--- src/rtl/qh_pkg.sv ---
package qh_pkg;
  typedef enum logic [2:0] {
    ST_IDLE,
    ST_WR_CUR,
    ST_RD_DTD,
    ST_WR_OVL,
    ST_RD_CUR,
    ST_WR_STS
  } qh_state_e;

  localparam int unsigned QH_CUR_OFS  = 4;
  localparam int unsigned QH_OVL_OFS  = 8;
  localparam int unsigned DTD_STS_OFS = 4;
endpackage

--- src/rtl/qh_addr_gen.sv ---
module qh_addr_gen #(
  parameter int unsigned AW         = 32,
  parameter int unsigned EP_W       = 4,
  parameter int unsigned NUM_EP     = 12,
  parameter int unsigned SLOT_LOG2  = 6,
  parameter int unsigned ALIGN_LOG2 = 11
) (
  input  logic [AW-1:0]   base_i,
  input  logic [EP_W-1:0] ep_i,
  input  logic            dir_i,
  output logic [AW-1:0]   slot_o,
  output logic            ep_ok_o
);
  localparam int unsigned IDX_W      = EP_W + 1;
  localparam logic [AW-1:0] BASE_MASK = ~((AW'(1) << ALIGN_LOG2) - AW'(1));

  logic [IDX_W-1:0] idx;
  logic [AW-1:0]    ofs;

  always_comb begin
    idx     = {ep_i, dir_i};
    ofs     = AW'(idx) << SLOT_LOG2;
    slot_o  = (base_i & BASE_MASK) | ofs;
    ep_ok_o = 32'(ep_i) < NUM_EP;
  end
endmodule

--- src/rtl/qh_ctx_regs.sv ---
module qh_ctx_regs #(
  parameter int unsigned AW = 32
) (
  input  logic          clk_i,
  input  logic          rst_ni,
  input  logic          capture_i,
  input  logic [AW-1:0] slot_i,
  input  logic [AW-1:0] data_i,
  input  logic          rd_en_i,
  input  logic [AW-1:0] rdata_i,
  output logic [AW-1:0] slot_q_o,
  output logic [AW-1:0] data_q_o,
  output logic [AW-1:0] rd_q_o
);
  always_ff @(posedge clk_i or negedge rst_ni) begin
    if (!rst_ni) begin
      slot_q_o <= '0;
      data_q_o <= '0;
    end else if (capture_i) begin
      slot_q_o <= slot_i;
      data_q_o <= data_i;
    end
  end

  always_ff @(posedge clk_i or negedge rst_ni) begin
    if (!rst_ni)      rd_q_o <= '0;
    else if (rd_en_i) rd_q_o <= rdata_i;
  end
endmodule

--- src/rtl/qh_seq.sv ---
module qh_seq
  import qh_pkg::*;
#(
  parameter int unsigned OVL_WORDS = 7,
  parameter int unsigned CNT_W     = 3
) (
  input  logic             clk_i,
  input  logic             rst_ni,
  input  logic             req_valid_i,
  input  logic             req_op_i,
  input  logic             ep_ok_i,
  input  logic             mem_ack_i,
  output qh_state_e        state_o,
  output logic [CNT_W-1:0] idx_o,
  output logic             capture_o,
  output logic             rd_en_o,
  output logic             ready_o,
  output logic             done_o,
  output logic             err_o
);
  localparam logic [CNT_W-1:0] LAST_IDX = CNT_W'(OVL_WORDS - 1);

  qh_state_e        state_d;
  logic [CNT_W-1:0] idx_d;
  logic             done_d, err_d;

  assign ready_o   = (state_o == ST_IDLE);
  assign capture_o = ready_o && req_valid_i && ep_ok_i;
  assign rd_en_o   = mem_ack_i && (state_o == ST_RD_DTD || state_o == ST_RD_CUR);

  always_comb begin
    state_d = state_o;
    idx_d   = idx_o;
    done_d  = 1'b0;
    err_d   = 1'b0;
    unique case (state_o)
      ST_IDLE: begin
        if (req_valid_i) begin
          if (!ep_ok_i) begin
            done_d = 1'b1;
            err_d  = 1'b1;
          end else begin
            idx_d   = '0;
            state_d = req_op_i ? ST_RD_CUR : ST_WR_CUR;
          end
        end
      end
      ST_WR_CUR: if (mem_ack_i) state_d = ST_RD_DTD;
      ST_RD_DTD: if (mem_ack_i) state_d = ST_WR_OVL;
      ST_WR_OVL: begin
        if (mem_ack_i) begin
          if (idx_o == LAST_IDX) begin
            state_d = ST_IDLE;
            done_d  = 1'b1;
          end else begin
            idx_d   = idx_o + CNT_W'(1);
            state_d = ST_RD_DTD;
          end
        end
      end
      ST_RD_CUR: if (mem_ack_i) state_d = ST_WR_STS;
      ST_WR_STS: begin
        if (mem_ack_i) begin
          state_d = ST_IDLE;
          done_d  = 1'b1;
        end
      end
      default: state_d = ST_IDLE;
    endcase
  end

  always_ff @(posedge clk_i or negedge rst_ni) begin
    if (!rst_ni) begin
      state_o <= ST_IDLE;
      idx_o   <= '0;
      done_o  <= 1'b0;
      err_o   <= 1'b0;
    end else begin
      state_o <= state_d;
      idx_o   <= idx_d;
      done_o  <= done_d;
      err_o   <= err_d;
    end
  end
endmodule

--- src/rtl/qh_prime_engine.sv ---
module qh_prime_engine
  import qh_pkg::*;
#(
  parameter int unsigned AW        = 32,
  parameter int unsigned EP_W      = 4,
  parameter int unsigned NUM_EP    = 12,
  parameter int unsigned OVL_WORDS = 7
) (
  input  logic            clk_i,
  input  logic            rst_ni,
  input  logic [AW-1:0]   list_base_i,
  input  logic            req_valid_i,
  output logic            req_ready_o,
  input  logic            req_op_i,
  input  logic [EP_W-1:0] req_ep_i,
  input  logic            req_dir_i,
  input  logic [AW-1:0]   req_data_i,
  output logic            done_o,
  output logic            err_o,
  output logic            mem_req_o,
  output logic            mem_we_o,
  output logic [AW-1:0]   mem_addr_o,
  output logic [AW-1:0]   mem_wdata_o,
  input  logic [AW-1:0]   mem_rdata_i,
  input  logic            mem_ack_i
);
  localparam int unsigned CNT_W = (OVL_WORDS > 2) ? $clog2(OVL_WORDS) : 1;

  qh_state_e        state;
  logic [CNT_W-1:0] idx;
  logic [AW-1:0]    slot_addr, slot_q, data_q, rd_q, word_ofs;
  logic             ep_ok, capture, rd_en;

  qh_addr_gen #(
    .AW(AW), .EP_W(EP_W), .NUM_EP(NUM_EP), .SLOT_LOG2(6), .ALIGN_LOG2(11)
  ) i_addr_gen (
    .base_i (list_base_i),
    .ep_i   (req_ep_i),
    .dir_i  (req_dir_i),
    .slot_o (slot_addr),
    .ep_ok_o(ep_ok)
  );

  qh_seq #(
    .OVL_WORDS(OVL_WORDS), .CNT_W(CNT_W)
  ) i_seq (
    .clk_i      (clk_i),
    .rst_ni     (rst_ni),
    .req_valid_i(req_valid_i),
    .req_op_i   (req_op_i),
    .ep_ok_i    (ep_ok),
    .mem_ack_i  (mem_ack_i),
    .state_o    (state),
    .idx_o      (idx),
    .capture_o  (capture),
    .rd_en_o    (rd_en),
    .ready_o    (req_ready_o),
    .done_o     (done_o),
    .err_o      (err_o)
  );

  qh_ctx_regs #(.AW(AW)) i_ctx (
    .clk_i    (clk_i),
    .rst_ni   (rst_ni),
    .capture_i(capture),
    .slot_i   (slot_addr),
    .data_i   (req_data_i),
    .rd_en_i  (rd_en),
    .rdata_i  (mem_rdata_i),
    .slot_q_o (slot_q),
    .data_q_o (data_q),
    .rd_q_o   (rd_q)
  );

  assign word_ofs  = AW'(idx) << 2;
  assign mem_req_o = (state != ST_IDLE);

  always_comb begin
    mem_we_o    = 1'b0;
    mem_addr_o  = '0;
    mem_wdata_o = '0;
    unique case (state)
      ST_WR_CUR: begin
        mem_we_o    = 1'b1;
        mem_addr_o  = slot_q + AW'(QH_CUR_OFS);
        mem_wdata_o = data_q;
      end
      ST_RD_DTD: mem_addr_o = data_q + word_ofs;
      ST_WR_OVL: begin
        mem_we_o    = 1'b1;
        mem_addr_o  = slot_q + AW'(QH_OVL_OFS) + word_ofs;
        mem_wdata_o = rd_q;
      end
      ST_RD_CUR: mem_addr_o = slot_q + AW'(QH_CUR_OFS);
      ST_WR_STS: begin
        mem_we_o    = 1'b1;
        mem_addr_o  = rd_q + AW'(DTD_STS_OFS);
        mem_wdata_o = data_q;
      end
      default: ;
    endcase
  end
endmodule

--- config.mk ---
export PLATFORM = sky130hd
export DESIGN_NAME = qh_prime_engine
export DESIGN_NICKNAME = d
export VERILOG_FILES = /design/src/rtl/qh_pkg.sv /design/src/rtl/qh_addr_gen.sv /design/src/rtl/qh_ctx_regs.sv /design/src/rtl/qh_seq.sv /design/src/rtl/qh_prime_engine.sv
export SDC_FILE = /design/constraint.sdc
export NUM_CORES = 1
export LEC_CHECK = 0
export BUFFER_PORTS_ARGS = -buffer_cell sky130_fd_sc_hd__buf_2
export CORE_MARGIN = 2
export CORE_UTILIZATION = 57
export DETAILED_ROUTE_END_ITERATION = 16
export GPL_TIMING_DRIVEN = 0
export PLACE_DENSITY = 0.91
export SYNTH_ARGS = -nofsm -noshare
export SYNTH_HDL_FRONTEND = slang
export SYNTH_SLANG_ARGS = --single-unit
--- constraint.sdc ---
create_clock -name clk_i -period 8.28 [get_ports clk_i]
set_input_delay 0.828 -clock clk_i [delete_from_list [all_inputs] [get_ports clk_i]]
set_output_delay 0.828 -clock clk_i [all_outputs]
set_load 0.05 [all_outputs]
## After elaboration in Yosys (flattened, before gate mapping)

Cells that the tools add are included.
W data, S select, Z words.

| operators by class | value |
|---|---|
| add/sub/neg operators | 6 |
| order comparisons | 1 |
| eq/ne operators | 14 |
| mux-type cells | 25 |
| bitwise logic cells | 1 |
| reduce and logical (&&, ||, !) cells | 12 |

Operator list:

| operator | count |
|---|---|
| $pmux W32 S4 | 1 |
| $add A32 B3 Y32 const B | 2 |
| $add A32 B5 Y32 | 2 |
| $pmux W32 S2 | 1 |
| $mux W3 | 12 |
| $add A32 B4 Y32 const B | 1 |
| $or A32 B11 Y32 | 1 |
| $pmux W3 S6 | 1 |
| $ne A2 B2 Y1 const B | 7 |
| $eq A3 B3 Y1 const B | 3 |
| $mux W1 | 7 |
| $reduce_and A7 Y1 | 1 |
| $eq A3 B2 Y1 const B | 2 |
| $pmux W3 S2 | 1 |
| $reduce_and A5 Y1 | 1 |
| $lt A4 B4 Y1 const B | 1 |
| $reduce_or A2 Y1 | 2 |
| $add A3 B1 Y3 const B | 1 |
| $eq A3 B1 Y1 const B | 1 |
| $logic_and A1 B1 Y1 | 3 |
| $logic_not A3 Y1 | 1 |
| $pmux W1 S3 | 1 |
| $reduce_bool A3 Y1 | 1 |
| $reduce_or A3 Y1 | 1 |
| 4 further kinds | 4 |

| storage, ports and cells | value |
|---|---|
| register bits after elaboration | 104 |
| input port bits | 106 |
| word-level logic and storage cells | 66 |

## Logic depth before layout (Yosys ltp)

| logic depth | value |
|---|---|
| depth after elaboration | 4 |
| mapped depth | 12 |

## Modules after synthesis

A second synthesis with hierarchy kept.

| unflattened totals | value |
|---|---|
| cells, all modules | 809 |
| area, all modules | 8069.0 um2 |

By module, submodules not included:

| module | instances | cells an instance | area each (um2) | seq. area each (um2) |
|---|---|---|---|---|
| qh_ctx_regs | 1 | 203 | 3900.0 | 2402.3 |
| qh_prime_engine | 1 | 518 | 3420.8 | 0.0 |
| qh_seq | 1 | 54 | 500.5 | 200.2 |
| qh_addr_gen | 1 | 34 | 247.7 | 0.0 |

## Worst setup path after synthesis

OpenSTA, ideal clock, no wires.

| path | value |
|---|---|
| kind | flip-flop to output port |
| start point | reg i_seq.state_o[2] |
| end point | out mem_addr_o[30] |
| data arrival time | 3.269 ns |
| required time | 7.452 ns |
| setup slack | 4.183 ns |
| stages on the path, launching flop included | 13 |
| buffers on the path | 3 |
| path through | dfrtp_1 buf_2 and3b_4 buf_2 clkbuf_1 and2_1 ha_1 nand3_1 nor4_4 and3_1 nand3_1 xnor2_1 o221ai_1 |

| between the ends | value |
|---|---|
| longest elaborated chain between the ends | 3 |

Ends and longest elaborated chain:

| element | RTL line | source |
|---|---|---|
| from (decl) | qh_seq.sv:13 | `output qh_state_e state_o,` |
| from (signal assigned) | qh_seq.sv:79 | `state_o <= state_d;` |
| $eq A3 B1 Y1 / $eq A3 B3 Y1 (equally long branches) | qh_prime_engine.sv:82 | `unique case (state)` |
| $reduce_or A2 Y1 (no line) | -- |  |
| $pmux W32 S4 (*) | qh_prime_engine.sv:82 |  |
| to (decl) | qh_prime_engine.sv:22 | `output logic [AW-1:0] mem_addr_o,` |

Every way passes the cells marked *; elsewhere a longest branch is shown, timed or not.

## Worst setup path after layout

| path | value |
|---|---|
| start point | reg i_seq.state_o[2] |
| end point | out mem_addr_o[28] |

Same word-level chain as after synthesis.

==> flow_summary.toml <==
[worst_setup_path]
path_buf_inv = 4
cp_slowest_cell = "clkbuf_1"
slowest_delay_ns = 0.53
cp-start-kind = "flop"
criticalPathCategory = "flop to output port"
worstReg2RegEnd = "i_ctx.rd_q_o[7]"
path_cells = "buf_2 > and3b_4 > buf_2 > clkbuf_1 > and2_1 > ha_1 > nand3_1 > nor4_4 > and3_1 > nand2_1 > xnor2_1 > o221ai_1 > buf_2"
reg2reg_from = "i_seq.state_o[1]"
required_ns = 7.45
cp.arrival_ns = 4.28
cp_top_family = "simple AND/OR/NAND/NOR gates"
path_common_cell = "buf_2"
worstSetupEndpointType = "output port"
reg2reg_setup_slack_ns = 5.56
r2r_cells = 5
cp_max_fo = 10

[clock_tree]
cts_tree = "done"
cts_hold_buf = 0
clockBufferDepth = 2
clkTransAtPathRegs_ns = 0.10
postCtsSetupRepairBufs = 0
ctsResizeCount = 0
worst_skew_pair.late_latency_ns = 0.39
root_buffer = "clkbuf_8"
clock-sinks = 98
numCtsBuffers = 9
htreeDepth = 3

[layout]
nFillCells = 812
final_util = 0.705
multi_input_area_mm2 = 0.00349
drive_gt1_frac = 0.256
synthToLayoutAreaGrowth_pct = 19.4
diodes = 0
fin_nets = 883
regArea_mm2 = 0.00245

[synthesis]
ys_top_cells_by_count = "dfrtp_1, mux2_1, nand2_1, a22o_1"
syn_avg_cell_area_um2 = 10.3
ys_warn_count = 0
netlist.area_leader.share = 0.401
yosysSeqAreaShare = 0.401
ys_ff_latch = 98
synth_edf_count = 0
synth_area_mm2 = 0.00612
synth.most_common_cell = "dfrtp_1"
async_flop_share = 1.00
synthTopCellsByArea = "dfrtp_1, mux2_1, a22o_1"
synth_area_leader_cell = "dfrtp_1"
synth_cell_type_count = 54
synthCells = 594
syn_nets = 708
ys.flop_type = "dfrtp_1"

[routing]
drc = 0
wl_per_cell_um = 21.5
num_vias = 5891
firstDrtPassIters = 5
via_per_inst = 6.48
route.antenna.remaining_nets = 0
drt_iter0_markers = 542
wl_mm = 19.5

[floorplanning]
fp.dieArea_mm2 = 0.0116
die_x_um = 108
rows = 37
ios = 175
core_area_mm2 = 0.0104
initial_utilization = 0.590
die_h_um = 108

[placed_design]
numPortBuffers = 163
dpl.hpwl_mm = 14.6
routabilityCongestion = 0.981

[sta]
final_hold_viol_count = 0
period_share = 0.617
timing.fmax_mhz = 196
whs_ns = 0.352
setup_viol = 0
slew_headroom = 0.444
drv_slew = 0
rsz0062_at_grt = "false"
clock_skew_ns = 0.00971
worst_pin_slew_ns = 0.829
tns_ns = 0
period_needed_ns = 5.11

[power_and_ir_drop]
leakage_nw = 3.51
p_per_area_mw_per_mm2 = 451
irDropWorstVdd_mv = 0.344

[global_routing]
grt_first_pass_wirelength_mm = 30.3
grt_use_total = 0.344
grt_pass1_vias = 5896
grt.overflow.total = 0
antenna_found_initial = 0
grt_max_degree = 73

[status]
status = "completed"

[hold_path]
min_path_type = "input pin to async pin"

[flow_run]
max_cap_viol_count = 0
[per-layer routing]
layer | GRT usage | vias up | part of all wire
met5 | 0 | - | 0
met3 | 0.0757 | 77 | 0.10
met2 | 0.535 | 419 | 0.47
li1 | - | 2545 | -
met4 | 0.179 | 0 | 0.041
met1 | 0.449 | 2850 | 0.39
[cells by family after synthesis]
family | synth area share
muxes | 0.183
xor gates and xnor gates | 0.0730
and+or+nand+nor | 0.149
adders and majority gates | 0.0176
buffers and inverters | 0.0296
DFF | 0.401
AOI/OAI and AO/OA | 0.147
[sequential cells by signal (all words and copies together) (netlist names)]
| signal | flops |
|---|---|
| i_ctx.slot_q_o | 26 |
| i_seq.err_o | 1 |
| i_seq.idx_o | 3 |
| i_seq.done_o | 1 |
| i_seq.state_o | 3 |
| i_ctx.rd_q_o | 32 |
| i_ctx.data_q_o | 32 |
[stage by stage]
step	worst slack [ns]	cell area (um2)	std cells	total power, mW
3_3_place_gp	3.77	7110	893	2.90
4_1_cts	3.26	7310	909	3.26
3_5_place_dp	3.77	7140	894	2.96
2_1_floorplan	4.18	6120	594	2.43
6_report	3.17	7310	909	3.30
5_1_grt	3.01	7310	909	3.43
[power breakdown]
group	switching [mW]	total [mW]	leakage [nW]	internal, mW
clock	0.171	0.295	0.0855	0.124
combinational	1.36	1.96	2.20	0.602
sequential	0.330	1.04	1.22	0.710
[layout by cell type (no fill, tap or decap), drive strengths merged, types with 4 or more instances in the layout]
| master | n |
|---|---|
| ha | 7 |
| nor3 | 10 |
| clkbuf | 33 |
| a22o | 34 |
| nand2 | 39 |
| xnor2 | 32 |
| and4 | 4 |
| a211oi | 6 |
| xor2 | 19 |
| buf | 178 |
| nor2 | 31 |
| nand2b | 5 |
| dfrtp | 98 |
| mux2 | 88 |
| a221o | 5 |
| mux2i | 13 |
| a22oi | 14 |
| nand4 | 15 |
| o22ai | 5 |
| o21ai | 30 |
| and3 | 14 |
| o221ai | 6 |
| nand3 | 32 |
| and2 | 8 |
| inv | 9 |
| a21oi | 9 |
[area by class of cell]
type,count,area share
inverter,9,0.00462
clock inverter,2,0.00171
buffer,34,0.0202
timing repair buffer,164,0.116
sequential,98,0.336
multi-input combinational,453,0.477
tap,136,0.0233
clock buffer,13,0.0217
[how the worst max path moves through the flow]
stage / from / endpoint / slack, ns / cells past startpoint
finish: i_seq.state_o[2] / mem_addr_o[28] / 3.17 / 13
detailed placement: i_seq.state_o[2] / mem_addr_o[28] / 3.77 / 13
global placement: i_seq.state_o[2] / mem_addr_o[30] / 3.77 / 13
global route: i_seq.state_o[2] / mem_addr_o[30] / 3.01 / 13
CTS: i_seq.state_o[2] / mem_addr_o[28] / 3.26 / 13
floorplan: i_seq.state_o[2] / mem_addr_o[30] / 4.18 / 12
(Power assumes the default switching activity.)
